`config.mk`:
```
export PLATFORM = sky130hd
export DESIGN_NAME = sfe_serial_port
export DESIGN_NICKNAME = d
export VERILOG_FILES = /design/src/rtl/sfe_pkg.sv /design/src/rtl/sfe_in_sync.sv /design/src/rtl/sfe_frame_ctr.sv /design/src/rtl/sfe_cmd_decode.sv /design/src/rtl/sfe_result_tx.sv /design/src/rtl/sfe_serial_port.sv
export SDC_FILE = /design/constraint.sdc
export NUM_CORES = 1
export LEC_CHECK = 0
export BUFFER_PORTS_ARGS = -buffer_cell sky130_fd_sc_hd__buf_2
export CAP_MARGIN = 20
export CORE_AREA = 8 8 81 83
export DETAILED_ROUTE_END_ITERATION = 10
export DIE_AREA = 0 0 89 91
export GPL_TIMING_DRIVEN = 0
export HOLD_SLACK_MARGIN = 0.06
export PLACE_DENSITY = 0.77
export SLEW_MARGIN = 20
export SYNTH_ARGS = -nofsm -noshare
export SYNTH_HDL_FRONTEND = slang
export SYNTH_SLANG_ARGS = --single-unit
```
`constraint.sdc`:
```
create_clock -name clk -period 2.7 [get_ports clk]
set_input_delay 0.54 -clock clk [delete_from_list [all_inputs] [get_ports clk]]
set_output_delay 0.54 -clock clk [all_outputs]
set_load 0.05 [all_outputs]
```
`src/rtl/sfe_pkg.sv`:
```
package sfe_pkg;
   localparam int HDR_BITS = 3;

   typedef enum logic [1:0] {
      TGT_NONE  = 2'd0,
      TGT_CTRL  = 2'd1,
      TGT_RANGE = 2'd2
   } tgt_e;

   // header order, first received bit first: write, must-be-zero, select
   function automatic tgt_e hdr_target(input logic wr, input logic sel);
      if (!wr) return TGT_NONE;
      return sel ? TGT_RANGE : TGT_CTRL;
   endfunction
endpackage

```
`src/rtl/sfe_in_sync.sv`:
```
module sfe_in_sync #(
   parameter int          W       = 3,
   parameter int          STAGES  = 2,
   parameter logic [W-1:0] RST_VAL = '0
) (
   input  logic         clk,
   input  logic         rst_n,
   input  logic [W-1:0] d_i,
   output logic [W-1:0] q_o
);
   generate
      if (STAGES == 0) begin : g_bypass
         assign q_o = d_i;
      end else begin : g_chain
         logic [W-1:0] pipe [STAGES];
         always_ff @(posedge clk or negedge rst_n) begin
            if (!rst_n) begin
               for (int i = 0; i < STAGES; i++) pipe[i] <= RST_VAL;
            end else begin
               pipe[0] <= d_i;
               for (int i = 1; i < STAGES; i++) pipe[i] <= pipe[i-1];
            end
         end
         assign q_o = pipe[STAGES-1];
      end
   endgenerate
endmodule

```
`src/rtl/sfe_frame_ctr.sv`:
```
module sfe_frame_ctr #(
   parameter int FRAME_LEN = 16,
   parameter int CNT_W     = $clog2(FRAME_LEN + 1)
) (
   input  logic             clk,
   input  logic             rst_n,
   input  logic             cs_n_s,
   input  logic             sclk_s,
   output logic             step,
   output logic             cs_fall,
   output logic             cs_rise,
   output logic [CNT_W-1:0] cnt_next,
   output logic [CNT_W-1:0] frame_cnt,
   output logic             hold_stb,
   output logic             track_stb
);
   localparam logic [CNT_W-1:0] LAST_EDGE  = CNT_W'(FRAME_LEN);
   localparam logic [CNT_W-1:0] TRACK_EDGE = CNT_W'(FRAME_LEN - 1);

   logic cs_q;
   logic sclk_q;
   logic active;

   assign cs_fall  = cs_q & ~cs_n_s;
   assign cs_rise  = ~cs_q & cs_n_s;
   assign step     = active & sclk_q & ~sclk_s & ~cs_n_s;
   assign cnt_next = frame_cnt + 1'b1;

   always_ff @(posedge clk or negedge rst_n) begin
      if (!rst_n) begin
         cs_q      <= 1'b1;
         sclk_q    <= 1'b1;
         active    <= 1'b0;
         frame_cnt <= LAST_EDGE;
         hold_stb  <= 1'b0;
         track_stb <= 1'b0;
      end else begin
         cs_q      <= cs_n_s;
         sclk_q    <= sclk_s;
         hold_stb  <= cs_fall;
         track_stb <= step && (cnt_next == TRACK_EDGE);
         if (cs_fall) begin
            active    <= 1'b1;
            frame_cnt <= '0;
         end else if (cs_rise) begin
            active <= 1'b0;
         end else if (step) begin
            frame_cnt <= cnt_next;
            if (cnt_next == LAST_EDGE) active <= 1'b0;
         end
      end
   end
endmodule

```
`src/rtl/sfe_cmd_decode.sv`:
```
module sfe_cmd_decode
   import sfe_pkg::*;
#(
   parameter int CTRL_W  = 12,
   parameter int RANGE_W = 8,
   parameter int CNT_W   = 5
) (
   input  logic               clk,
   input  logic               rst_n,
   input  logic               cs_fall,
   input  logic               step,
   input  logic               din_s,
   input  logic [CNT_W-1:0]   cnt_next,
   output logic [CTRL_W-1:0]  ctrl_q,
   output logic [RANGE_W-1:0] range_q
);
   localparam int CTRL_EDGE  = HDR_BITS + CTRL_W;
   localparam int RANGE_EDGE = HDR_BITS + RANGE_W;
   localparam int SR_W       = (CTRL_EDGE > RANGE_EDGE) ? CTRL_EDGE : RANGE_EDGE;

   logic [SR_W-1:0] sr_q;
   logic [SR_W-1:0] sr_d;
   logic            ctrl_hit;
   logic            range_hit;

   assign sr_d = {sr_q[SR_W-2:0], din_s};

   // header sits in the oldest three bits at each commit edge
   assign ctrl_hit  = step && (cnt_next == CNT_W'(CTRL_EDGE)) &&
                      (hdr_target(sr_d[CTRL_EDGE-1], sr_d[CTRL_EDGE-3]) == TGT_CTRL);
   assign range_hit = step && (cnt_next == CNT_W'(RANGE_EDGE)) &&
                      (hdr_target(sr_d[RANGE_EDGE-1], sr_d[RANGE_EDGE-3]) == TGT_RANGE);

   always_ff @(posedge clk or negedge rst_n) begin
      if (!rst_n) begin
         sr_q    <= '0;
         ctrl_q  <= '0;
         range_q <= '0;
      end else begin
         if (cs_fall)   sr_q <= '0;
         else if (step) sr_q <= sr_d;
         if (ctrl_hit)  ctrl_q  <= sr_d[CTRL_W-1:0];
         if (range_hit) range_q <= sr_d[RANGE_W-1:0];
      end
   end
endmodule

```
`src/rtl/sfe_result_tx.sv`:
```
module sfe_result_tx #(
   parameter int FRAME_LEN = 16,
   parameter int DATA_W    = 12,
   parameter int CNT_W     = 5
) (
   input  logic              clk,
   input  logic              rst_n,
   input  logic              cs_fall,
   input  logic              cs_rise,
   input  logic              step,
   input  logic [CNT_W-1:0]  cnt_next,
   input  logic              res_chan,
   input  logic              res_sign,
   input  logic [DATA_W-1:0] res_data,
   output logic              dout,
   output logic              dout_oe
);
   logic [FRAME_LEN-1:0] out_sr;

   always_ff @(posedge clk or negedge rst_n) begin
      if (!rst_n) begin
         out_sr  <= '0;
         dout_oe <= 1'b0;
      end else if (cs_fall) begin
         out_sr  <= {2'b00, res_chan, res_sign, res_data};
         dout_oe <= 1'b1;
      end else if (cs_rise) begin
         dout_oe <= 1'b0;
      end else if (step) begin
         out_sr <= {out_sr[FRAME_LEN-2:0], 1'b0};
         if (cnt_next == CNT_W'(FRAME_LEN)) dout_oe <= 1'b0;
      end
   end

   assign dout = out_sr[FRAME_LEN-1];
endmodule

```
`src/rtl/sfe_serial_port.sv`:
```
module sfe_serial_port #(
   parameter int FRAME_LEN   = 16,
   parameter int DATA_W      = 12,
   parameter int CTRL_W      = 12,
   parameter int RANGE_W     = 8,
   parameter int SYNC_STAGES = 2
) (
   input  logic               clk,
   input  logic               rst_n,
   input  logic               cs_n,
   input  logic               sclk,
   input  logic               din,
   input  logic               res_chan,
   input  logic               res_sign,
   input  logic [DATA_W-1:0]  res_data,
   output logic               dout,
   output logic               dout_oe,
   output logic [CTRL_W-1:0]  ctrl_reg,
   output logic [RANGE_W-1:0] range_reg,
   output logic               hold_stb,
   output logic               track_stb
);
   localparam int CNT_W = $clog2(FRAME_LEN + 1);

   generate
      if (FRAME_LEN != DATA_W + 4) begin : g_bad_frame
         $error("frame must hold two zeros, channel, sign and result");
      end
      if (sfe_pkg::HDR_BITS + CTRL_W > FRAME_LEN) begin : g_bad_ctrl
         $error("control write does not fit in the frame");
      end
      if (sfe_pkg::HDR_BITS + RANGE_W > FRAME_LEN) begin : g_bad_range
         $error("range write does not fit in the frame");
      end
   endgenerate

   logic [2:0]       pins_s;
   logic             cs_n_s, sclk_s, din_s;
   logic             step, cs_fall, cs_rise;
   logic [CNT_W-1:0] cnt_next, frame_cnt;

   sfe_in_sync #(.W(3), .STAGES(SYNC_STAGES), .RST_VAL(3'b110)) u_sync (
      .clk(clk), .rst_n(rst_n), .d_i({cs_n, sclk, din}), .q_o(pins_s)
   );
   assign {cs_n_s, sclk_s, din_s} = pins_s;

   sfe_frame_ctr #(.FRAME_LEN(FRAME_LEN), .CNT_W(CNT_W)) u_ctr (
      .clk(clk), .rst_n(rst_n), .cs_n_s(cs_n_s), .sclk_s(sclk_s),
      .step(step), .cs_fall(cs_fall), .cs_rise(cs_rise),
      .cnt_next(cnt_next), .frame_cnt(frame_cnt),
      .hold_stb(hold_stb), .track_stb(track_stb)
   );

   sfe_cmd_decode #(.CTRL_W(CTRL_W), .RANGE_W(RANGE_W), .CNT_W(CNT_W)) u_dec (
      .clk(clk), .rst_n(rst_n), .cs_fall(cs_fall), .step(step), .din_s(din_s),
      .cnt_next(cnt_next), .ctrl_q(ctrl_reg), .range_q(range_reg)
   );

   sfe_result_tx #(.FRAME_LEN(FRAME_LEN), .DATA_W(DATA_W), .CNT_W(CNT_W)) u_tx (
      .clk(clk), .rst_n(rst_n), .cs_fall(cs_fall), .cs_rise(cs_rise), .step(step),
      .cnt_next(cnt_next), .res_chan(res_chan), .res_sign(res_sign),
      .res_data(res_data), .dout(dout), .dout_oe(dout_oe)
   );
endmodule

```
* Word level (Yosys, flattened, before mapping)
Cells that the tools add are included.
Word-level totals: register bits after elaboration 66, input bits 19, output and inout bits 24, logic and storage cells 52
Cells by class: add/subtract/negate cells 1, equal/unequal tests 6, mux-type cells 16, bitwise gates (word level) 8, reductions and logical operators 9
Operators with widths (number):
- two-way mux 16 bit | 3
- two-way mux 14 bit | 2
- two-way mux 5 bit | 3
- == test 5 x 4 -> 1 bit, second input constant | 2
- two-way mux 2 bit | 4
- nonzero test 3 bit | 2
- adder 5 x 1 -> 5 bit, second input constant | 1
- bitwise AND 1 bit | 5
- == test 5 bit, second input constant | 1
- logical AND 1 bit | 4
- two-way mux 1 bit | 4
- AND reduction 2 bit | 2
- NOT 1 bit | 3
- == test 2 x 1 -> 1 bit, second input constant | 1
- == test 2 bit, second input constant | 1
- != test 2 x 1 -> 1 bit, second input constant | 1
- nonzero test 2 bit | 1

* Depth between registers and ports, before layout
Gate-level depths: netlist (run 1).
depth in word-level cells 6, gate-level depth with buffers 8, gate-level depth less buffers 6

* Modules after synthesis
A second synthesis (run 1) with hierarchy kept.
Unflattened totals: cell total of the unflattened synthesis 232, area, all modules 2910.3 um^2
By module, submodules not included:
- sfe_cmd_decode | times used 1, cells an instance 92, area an instance 1367.6 um^2, sequential area each 850.8 um^2
- sfe_result_tx | times used 1, cells an instance 76, area an instance 798.3 um^2, sequential area each 425.4 um^2
- sfe_frame_ctr | times used 1, cells an instance 55, area an instance 566.8 um^2, sequential area each 254.0 um^2
- sfe_in_sync | times used 1, cells an instance 9, area an instance 177.7 um^2, sequential area each 155.1 um^2

* Least setup slack after synthesis (run 1)
Ideal clock, no wire load.
path kind register to register, from register u_ctr.frame_cnt[0], to register u_dec.ctrl_q[10], setup time 125 ps, data arrival time 2071 ps, data required time 2575 ps, setup slack 504 ps, stages on the path, launching flop included 7, path buffers 1, period minus slack after synthesis 2196 ps, path through dfrtp_1 > ha_1 > a21oi_1 > o221ai_4 > a2111oi_4 > buf_8 > mux2_4
Between the ends: word-level cells in the longest chain between the ends 4
Ends and longest elaborated chain:
- start, declared | RTL line sfe_frame_ctr.sv:13 | output logic [CNT_W-1:0] frame_cnt,
- start signal, assigned | RTL line sfe_frame_ctr.sv:48 | frame_cnt <= cnt_next;
- adder 5 x 1 -> 5 bit | RTL line sfe_frame_ctr.sv:27 | assign cnt_next = frame_cnt + 1'b1;
- == test 5 x 4 -> 1 bit | RTL line sfe_cmd_decode.sv:29 | assign ctrl_hit = step && (cnt_next == CNT_W'(CTRL_EDGE)) &&
- logical AND 1 bit (2 in a row) | RTL line sfe_cmd_decode.sv:29
- end signal, assigned | RTL line sfe_cmd_decode.sv:42 | if (ctrl_hit) ctrl_q <= sr_d[CTRL_W-1:0];
- end, declared | RTL line sfe_cmd_decode.sv:14 | output logic [CTRL_W-1:0] ctrl_q,
No other way between the ends. A chain may end at the register's enable or synchronous reset.

* Final worst setup path (run 1)
from register u_ctr.frame_cnt[0], to register u_dec.ctrl_q[2]
Same word-level chain as after synthesis.

==> results.cfg, run 1 <==
[clock_tree]
cts.reportedPaths.clkPinSlew_ns = 0.07
clockRootBuffer = clkbuf_8
postCtsSetupRepairBufs = 0
clock_path_buffers = 2
post_cts_resized = 0
clock_latency_ns = 0.33
cts-buffers-inserted = 9
h-tree-depth = 3
cts-hold-fix-buffers = 0
clock-sinks = 66
tritoncts = yes

[synth]
yosysTopAreaCellShare_pct = 51.7
syn_area_mm2 = 0.00285
synth_edf_count = 0
synth_cells = 237
yosysSeqAreaShare_pct = 58.2
ys.flop_type = dfrtp_1
synthDistinctLibCells = 42
synthTopCellsByArea = dfrtp_1, nand2_1, dfstp_2, mux2_4, mux2i_1
synth_area_per_cell_um2 = 12.0
synth_fp_nets = 260
synth.largest_area_cell = dfrtp_1
postSynth.asyncResetShare_pct = 100
ys_ff_latch = 66
yosysWarnings = 0

[setup_path]
reg2reg_slack_ns = 0.31
crit_path_end_kind = register
start_kind = register
worst-path-max-fanout = 10
cp.required_ns = 2.92
crit_type = reg -> reg
crit_arrival_ns = 2.61

[floorplanning]
coreArea_mm2 = 0.00534
die_area_mm2 = 0.00810
die_h_um = 91
io_pins = 43
fp-row-count = 27
initial_core_util_pct = 53.5
die_w_um = 89

[final_layout]
fin_nets = 314
utilization_pct = 63.3
layout-drive-gt1-share_pct = 33.1
antenna_cells = 0
design_area_mm2 = 0.00338
final_cells = 368
area_delta_synth_final_pct = 18.4

[timing]
fmax_mhz = 418
finalSetupTns_ns = 0
final_hold_viol_count = 0
period_share_pct = 88.6
clock_skew_ns = 0.00535
setup_viol = 0
fin_ws_ns = 0.309
report.final.slew_viol_count = 0
relSlewSlack_pct = 52.8
worstMarginPinSlew_ns = 0.708
fin_crit_ns = 2.39
rsz0062_at_grt = false

[run_status]
status = completed

[placed_design]
placed_cells = 352
io_buffers = 42
dp_slack_ns = 0.314
placed_area_mm2 = 0.00318
gp_congestion = 0.761
hpwl_um = 3810

[pwr]
combPwrFrac_pct = 14.5
pwr-share-seq_pct = 50.5
p_int_mw = 1.68
ir_worst_vdd_uv = 542
p_leak_nw = 1.60
power_density_mw_per_mm2 = 688
switching_share_pct = 27.9
p_clk_share_pct = 35.0
p_sw_uw = 648

[global_routing]
antenna_found_initial = 0
grt_max_degree = 49
track_usage_pct = 15.0
grt_overflow = 0
grt_pass1_wl_um = 9560
grt_pass1_vias = 1966

[route]
ant_nets = 0
drc_errors = 0
vias = 1925
viasPerCell = 5.23
drt_iter0_drc = 118
wl_per_cell_um = 15.0
drt_pre_antenna_iters = 4
wl_um = 5520

[job]
cap_violations = 0

[hold_path]
hold_class = in -> async
-- state kept, by name, summed over array words and instances, names as in the netlist --
name / cells
u_tx.out_sr: 16
u_ctr.frame_cnt: 5
u_sync.q_o: 3
u_ctr.track_stb: 1
u_ctr.hold_stb: 1
u_dec.sr_q: 14
u_sync.g_chain.pipe: 3
u_dec.ctrl_q: 12
u_dec.range_q: 8
u_ctr.cs_q: 1
u_tx.dout_oe: 1
u_ctr.sclk_q: 1
-- worst paths after layout --
kind                       cells past startpoint              startpoint                      to
max in group asynchronous                      2                   rst_n      u_ctr.frame_cnt[4]
min in group clk                               1                    cs_n  u_sync.g_chain.pipe[5]
hold reg to reg                                0  u_sync.g_chain.pipe[5]           u_sync.q_o[2]
hold / removal                                 1                   rst_n          u_tx.out_sr[8]
setup reg to reg                               6      u_ctr.frame_cnt[0]         u_dec.ctrl_q[2]
setup / recovery                               6      u_ctr.frame_cnt[0]         u_dec.ctrl_q[2]
-- final cells by class --
cell class | instances | area [um2]
Clock inverter | 5 | 53.8
Fill cell | 435 | 1960
Buffer | 14 | 78.8
Tap cell | 72 | 90.1
Clock buffer | 11 | 141
Multi-Input combinational cell | 152 | 1100
Sequential cell | 66 | 1660
Timing Repair Buffer | 43 | 240
Inverter | 5 | 18.8
-- kinds of logic (layout without fill, tap and decap cells) --
logic type	after synthesis	after routing	synth area share (%)
buffers and inverters	19	78	3.42
adders and majority gates	4	4	1.75
and+or+nand+nor	71	71	11.9
DFF	66	66	58.2
muxes	33	33	13.8
xor gates and xnor gates	1	1	0.307
AOI/OAI and AO/OA	43	43	10.7
-- stage by stage --
| step | power, mW | hold WS (ns) |
|---|---|---|
| 6_report | 2.33 | 0.0717 |
| 3_3_place_gp | 1.50 | 0.332 |
| 4_1_cts | 2.34 | 0.0709 |
| 5_1_grt | 2.44 | 0.0841 |
| 3_5_place_dp | 1.53 | 0.347 |
| 2_1_floorplan | 1.42 | 0.244 |
-- power by group through the flow --
stage | Combinational [mW] | Clock (mW) | Sequential [mW]
3_3_place_gp | 0.319 | 0 | 1.18
5_1_grt | 0.385 | 0.872 | 1.19
3_5_place_dp | 0.337 | 0 | 1.19
6_report | 0.338 | 0.814 | 1.17
4_1_cts | 0.342 | 0.831 | 1.17
2_1_floorplan | 0.218 | 0 | 1.20
-- cell usage in the layout, fill, tap and decap left out, types with 5 or more instances in the layout --
master    count
mux2i_1      13
nand2_1      50
dfrtp_1      59
clkbuf_8     10
o21ai_0      16
mux2_4       10
buf_2        44
a21oi_1      16
inv_1         5
clkbuf_1      7
dfstp_2       7
mux2_2       10
-- synthesized netlist by cell type (2+ instances only) --
master,number
a21oi_1,16
nor4_1,2
mux2i_1,13
mux2_2,10
ha_1,4
nand3_1,4
nand2_1,50
clkbuf_1,6
dfrtp_1,59
dfstp_2,7
mux2_4,10
o21ai_0,16
buf_1,2
inv_1,5
buf_2,3
nor2b_1,3
nand2b_1,2
-- critical path: stages (launching register included) --
cell	delay [ns]
dfrtp_1	0.46
ha_1	0.32
a21oi_1	0.26
o221ai_4	0.18
a2111oi_4	0.51
buf_8	0.23
mux2_4	0.31
-- per-layer routing --
metal | global-route usage, % | up-vias | part of all wire (%)
met1 | 18.7 | 954 | 44
met2 | 23.8 | 31 | 50
met5 | 0 | - | 0
li1 | - | 930 | -
met4 | 6.66 | 0 | 1.7
met3 | 3.69 | 10 | 4.3
Power figures use the tool's default switching activity.
==> inputs of run 2 (changes only) <==
--- a/config.mk
+++ b/config.mk
@@ -5,7 +5,7 @@
 export SDC_FILE = /design/constraint.sdc
 export NUM_CORES = 1
 export LEC_CHECK = 0
-export BUFFER_PORTS_ARGS = -buffer_cell sky130_fd_sc_hd__buf_2
+export BUFFER_PORTS_ARGS = -buffer_cell sky130_fd_sc_hd__buf_4
 export CAP_MARGIN = 20
 export CORE_AREA = 8 8 81 83
 export DETAILED_ROUTE_END_ITERATION = 10
==> run 2 against run 1 <==
Net effect: global-route usage decreased by 0.90 points; clock skew is 0.0016 ns higher; final area is 1.9% higher; highest routed layer unchanged; combinational power is essentially flat; clock-buffer cell count increased by 3; non-clock buffer count down 1; sequential cell count did not move; largest cell class unchanged; critical path depth stayed put; sequential share of layout area is 0.89 points lower; register-to-register slack lost 0.03 ns; utilization up 1.2 points.
==> results.cfg, run 2 (synthesized netlist as in run 1, its figures left out) <==
[timing]
setup_viol = 0
fin_crit_ns = 2.42
report.final.slew_viol_count = 0
rsz0062_at_grt = false
worstMarginPinSlew_ns = 0.790
final_hold_viol_count = 0
finalSetupTns_ns = 0
relSlewSlack_pct = 47.3
clock_skew_ns = 0.00695
period_share_pct = 89.7
fmax_mhz = 413

[global_routing]
gr-usage-met2_pct = 20.4
use_met1_pct = 18.6
grt_pass1_wl_um = 8990
busiest_layer = met2
antenna_found_initial = 0
grt_pass1_vias = 1910
track_usage_pct = 14.1
grt_use_met3_pct = 5.23
grt_max_degree = 67
grt_overflow = 0

[setup_path]
critPathSlowestCell = a2111oi_4
critPathMaxStageDelay_ns = 0.52
crit_type = reg -> reg
crit_path_cell_trace = ha_1 > a21oi_1 > o221ai_4 > a2111oi_4 > buf_8 > mux2_4
crit_path_end_kind = register
crit_arrival_ns = 2.64
start_kind = register
worst-path-max-fanout = 10
cp.required_ns = 2.92

[floorplanning]
die_area_mm2 = 0.00810
fp-row-count = 27
initial_core_util_pct = 53.5
die_h_um = 91
io_pins = 43
die_w_um = 89
coreArea_mm2 = 0.00534

[final_layout]
n_fill_cell = 440
multi_input_area_mm2 = 0.00110
final_cell_mix = dfrtp_1, nand2_1, buf_4
antenna_cells = 0
fin_nets = 313
largest_register_ffs = 16
layout_commonest_cell = dfrtp_1
utilization_pct = 64.5
area_delta_synth_final_pct = 20.6
regMostFlops = u_tx.out_sr
largestRegisters = u_tx.out_sr (16), u_dec.sr_q (14), u_dec.ctrl_q (12)
layout-drive-gt1-share_pct = 32.5
register_area_mm2 = 0.00166

[clock_tree]
clock-sinks = 66
h-tree-depth = 3
post_cts_resized = 0
postCtsSetupRepairBufs = 0
clock_latency_ns = 0.33
clockRootBuffer = clkbuf_8
tritoncts = yes
cts-hold-fix-buffers = 0
cts-buffers-inserted = 9
cts.reportedPaths.clkPinSlew_ns = 0.07
clock_path_buffers = 2

[route]
viasPerCell = 5.16
wl_um = 5220
drc_errors = 0
ant_nets = 0
drt_pre_antenna_iters = 4
vias = 1895
wl_per_cell_um = 14.2
drt_iter0_drc = 119

[placed_design]
gp_congestion = 0.736
hpwl_um = 3620
io_buffers = 42

[pwr]
p_sw_uw = 630
p_leak_nw = 1.60
p_int_mw = 1.64
pwr-share-seq_pct = 51.6
power_density_mw_per_mm2 = 660
p_clk_share_pct = 33.5
switching_share_pct = 27.7
ir_worst_vdd_uv = 536
combPwrFrac_pct = 14.9

[job]
cap_violations = 0

[hold_path]
hold_class = in -> async

[run_status]
status = completed
==> run 2: cell count changes in the layout (fill, tap and decap cells not counted), sizes merged <==
| cell | previous run | this run |
|---|---|---|
| bufinv | 1 | 0 |
| clkbuf | 18 | 21 |
| buf | 50 | 49 |
| clkinv | 4 | 2 |
==> run 2: worst max-delay path, delay by kind of cell, from the launching register on <==
kind	cells	cell delay, ns
flip-flops	1	0.46
multiplexers	1	0.31
AO/OA/AOI/OAI	3	0.98
buffers and inverters	1	0.23
adder cells (fa/ha/maj)	1	0.33
==> run 2: layout make-up <==
class | instances | area share (%)
Sequential cell | 66 | 48.2
Multi-Input combinational cell | 152 | 31.8
Timing Repair Buffer | 42 | 9.16
Clock buffer | 14 | 5.02
Tap cell | 72 | 2.62
Buffer | 14 | 2.29
Inverter | 5 | 0.545
Clock inverter | 2 | 0.291
==> run 2: through the flow <==
| step | power (mW) | setup WS [ns] | hold slack [ns] | area [um2] | cells |
|---|---|---|---|---|---|
| after floorplan | 1.42 | 0.504 | 0.244 | 2850 | 237 |
| after CTS | 2.30 | 0.287 | 0.299 | 3440 | 367 |
| after global placement | 1.52 | 0.344 | 0.332 | 3260 | 351 |
| after detailed placement | 1.53 | 0.299 | 0.337 | 3260 | 351 |
| after global routing | 2.40 | 0.176 | 0.288 | 3440 | 367 |
| final | 2.27 | 0.277 | 0.289 | 3440 | 367 |
==> run 2: final timing paths <==
kind	from	endpoint	slack, ns	cells past startpoint
max	u_ctr.frame_cnt[0]	u_dec.ctrl_q[2]	0.28	6
min	rst_n	u_tx.out_sr[7]	0.29	1
max reg2reg	u_ctr.frame_cnt[0]	u_dec.ctrl_q[2]	0.28	6
min reg2reg	u_sync.g_chain.pipe[3]	u_sync.q_o[0]	0.35	0
max in group asynchronous	rst_n	u_dec.ctrl_q[4]	1.90	1
min in group clk	din	u_sync.g_chain.pipe[3]	0.31	1
==> run 2: layer usage <==
layer,wire (um),vias up
met5,0,-
met4,65,0
met3,315,5
met2,2450,39
met1,2390,924
li1,-,927
==> run 2: power groups by stage <==
| stage | Combinational (mW) | Sequential, mW | Clock, mW |
|---|---|---|---|
| 4_1_cts | 0.346 | 1.17 | 0.778 |
| 3_5_place_dp | 0.343 | 1.19 | 0 |
| 2_1_floorplan | 0.218 | 1.20 | 0 |
| 6_report | 0.339 | 1.17 | 0.761 |
| 5_1_grt | 0.385 | 1.19 | 0.825 |
| 3_3_place_gp | 0.331 | 1.18 | 0 |
==> inputs of run 3 (changes only) <==
--- a/config.mk
+++ b/config.mk
@@ -7,12 +7,12 @@
 export LEC_CHECK = 0
 export BUFFER_PORTS_ARGS = -buffer_cell sky130_fd_sc_hd__buf_4
 export CAP_MARGIN = 20
-export CORE_AREA = 8 8 81 83
+export CORE_AREA = 8 8 82 84
 export DETAILED_ROUTE_END_ITERATION = 10
-export DIE_AREA = 0 0 89 91
+export DIE_AREA = 0 0 90 92
 export GPL_TIMING_DRIVEN = 0
 export HOLD_SLACK_MARGIN = 0.06
-export PLACE_DENSITY = 0.77
+export PLACE_DENSITY = 0.75
 export SLEW_MARGIN = 20
 export SYNTH_ARGS = -nofsm -noshare
 export SYNTH_HDL_FRONTEND = slang
==> run 3 against run 2 <==
Net effect: sequential power is essentially flat; combinational power grew 2%; via count grew 0.16%; die area grew 2.2%; largest cell class unchanged; register-to-register slack gained 0.04 ns; global-route usage is essentially flat; first-iteration DRC count is the same; hold slack gained 0.0016 ns; sequential cell count is the same; maximum frequency grew 1.5%; final cell count shrank 0.27%.
==> results.cfg, run 3 (synthesized netlist as in run 1, its figures left out) <==
[run_status]
status = completed

[job]
cap_violations = 0

[timing]
rsz0062_at_grt = false
worstMarginPinSlew_ns = 0.803
relSlewSlack_pct = 46.5
report.final.slew_viol_count = 0
finalSetupTns_ns = 0
clock_skew_ns = 0.00922
period_share_pct = 88.4
fmax_mhz = 419
final_hold_viol_count = 0
fin_crit_ns = 2.39
setup_viol = 0
fin_ws_ns = 0.313

[route]
vias = 1898
wl_um = 5530
ant_nets = 0
wl_per_cell_um = 15.1
drt_iter0_drc = 119
viasPerCell = 5.19
drc_errors = 0
drt_pre_antenna_iters = 4

[setup_path]
worst-path-max-fanout = 10
r2r-start = u_ctr.frame_cnt[0]
crit_type = reg -> reg
crit_path_cell_trace = ha_1 > a21oi_1 > o221ai_4 > a2111oi_4 > buf_8 > mux2_4
critPathSlowestCell = a2111oi_4
crit_path_end_kind = register
cp.required_ns = 2.92
critPathMaxStageDelay_ns = 0.52
start_kind = register
crit_start = u_ctr.frame_cnt[0]
crit_arrival_ns = 2.61

[clock_tree]
cts.reportedPaths.clkPinSlew_ns = 0.07
cts-hold-fix-buffers = 0
h-tree-depth = 3
cts-buffers-inserted = 9
clock-sinks = 66
clock_path_buffers = 2
clock_latency_ns = 0.34
tritoncts = yes
post_cts_resized = 0
clockRootBuffer = clkbuf_8
postCtsSetupRepairBufs = 0

[final_layout]
final_cells = 366
layout_commonest_cell = dfrtp_1
regMostFlops = u_tx.out_sr
antenna_cells = 0
fin_nets = 313
area_delta_synth_final_pct = 21.4
layout-drive-gt1-share_pct = 32.7
final_cell_mix = dfrtp_1, nand2_1, buf_4
utilization_pct = 64.1
largest_register_ffs = 16
largestRegisters = u_tx.out_sr (16), u_dec.sr_q (14), u_dec.ctrl_q (12)

[hold_path]
hold_class = in -> async

[placed_design]
io_buffers = 42
placed_cells = 351
hpwl_um = 3710
dp_slack_ns = 0.319
gp_congestion = 0.763

[global_routing]
antenna_found_initial = 0
track_usage_pct = 14.1
grt_overflow = 0
grt_max_degree = 67
grt_pass1_wl_um = 9520
grt_pass1_vias = 2068

[floorplanning]
coreArea_mm2 = 0.00541
die_w_um = 90
die_h_um = 92
fp-row-count = 27
io_pins = 43
initial_core_util_pct = 52.8
die_area_mm2 = 0.00828

[pwr]
p_leak_nw = 1.61
fin_total_pwr_mw = 2.37
power_density_mw_per_mm2 = 684
ir_worst_vdd_uv = 403
## run 3: cell types whose count changed in the layout (fill, tap and decap cells not counted)
cell | previous run | this run
clkbuf_1 | 8 | 7
bufinv_16 | 0 | 1
clkinv_2 | 2 | 1
## run 3: final timing paths
| check | endpoint | slack (ns) | cells past startpoint |
|---|---|---|---|
| max | u_dec.ctrl_q[6] | 0.31 | 6 |
| min | u_tx.out_sr[9] | 0.29 | 1 |
| max reg2reg | u_dec.ctrl_q[6] | 0.31 | 6 |
| min reg2reg | u_sync.q_o[1] | 0.36 | 0 |
| max in group asynchronous | u_dec.range_q[4] | 1.88 | 1 |
| min in group clk | u_sync.g_chain.pipe[3] | 0.31 | 1 |
## run 3: metrics by stage
| stage | hold slack (ns) | instance area (um2) |
|---|---|---|
| 6_report | 0.291 | 3460 |
| 5_1_grt | 0.294 | 3460 |
| 4_1_cts | 0.296 | 3460 |
| 3_5_place_dp | 0.342 | 3260 |
| 3_3_place_gp | 0.333 | 3260 |
| 2_1_floorplan | 0.244 | 2850 |
## run 3: report_power, final
group | leakage, nW | internal, mW | switching, mW
logic | 0.645 | 0.142 | 0.202
registers | 0.857 | 1.09 | 0.0801
clock network | 0.106 | 0.496 | 0.354
total | 1.61 | 1.73 | 0.636
## run 3: cell type report
cell class | instances | area (um2)
tap | 72 | 90.1
clock inverter | 2 | 35.0
inverter | 5 | 18.8
sequential | 66 | 1660
clock buffer | 13 | 169
multi-input combinational | 152 | 1100
fill | 439 | 1940
buffer | 14 | 78.8
timing repair buffer | 42 | 315
## run 3: routing by layer
| metal | track usage (%) | share of wire [%] | vias up |
|---|---|---|---|
| met5 | 0 | 0 | - |
| met4 | 5.96 | 1.3 | 0 |
| met3 | 5.05 | 5.1 | 7 |
| met2 | 21.8 | 48 | 39 |
| met1 | 17.5 | 45 | 927 |
| li1 | - | - | 925 |
## run 3: critical path, delay by kind of cell (launching register included)
family                   cells  cell delay (ns)
buffers and inverters        1             0.23
multiplexers                 1             0.31
adder cells (fa/ha/maj)      1             0.32
flip-flops                   1             0.45
AO/OA/AOI/OAI                3             0.97
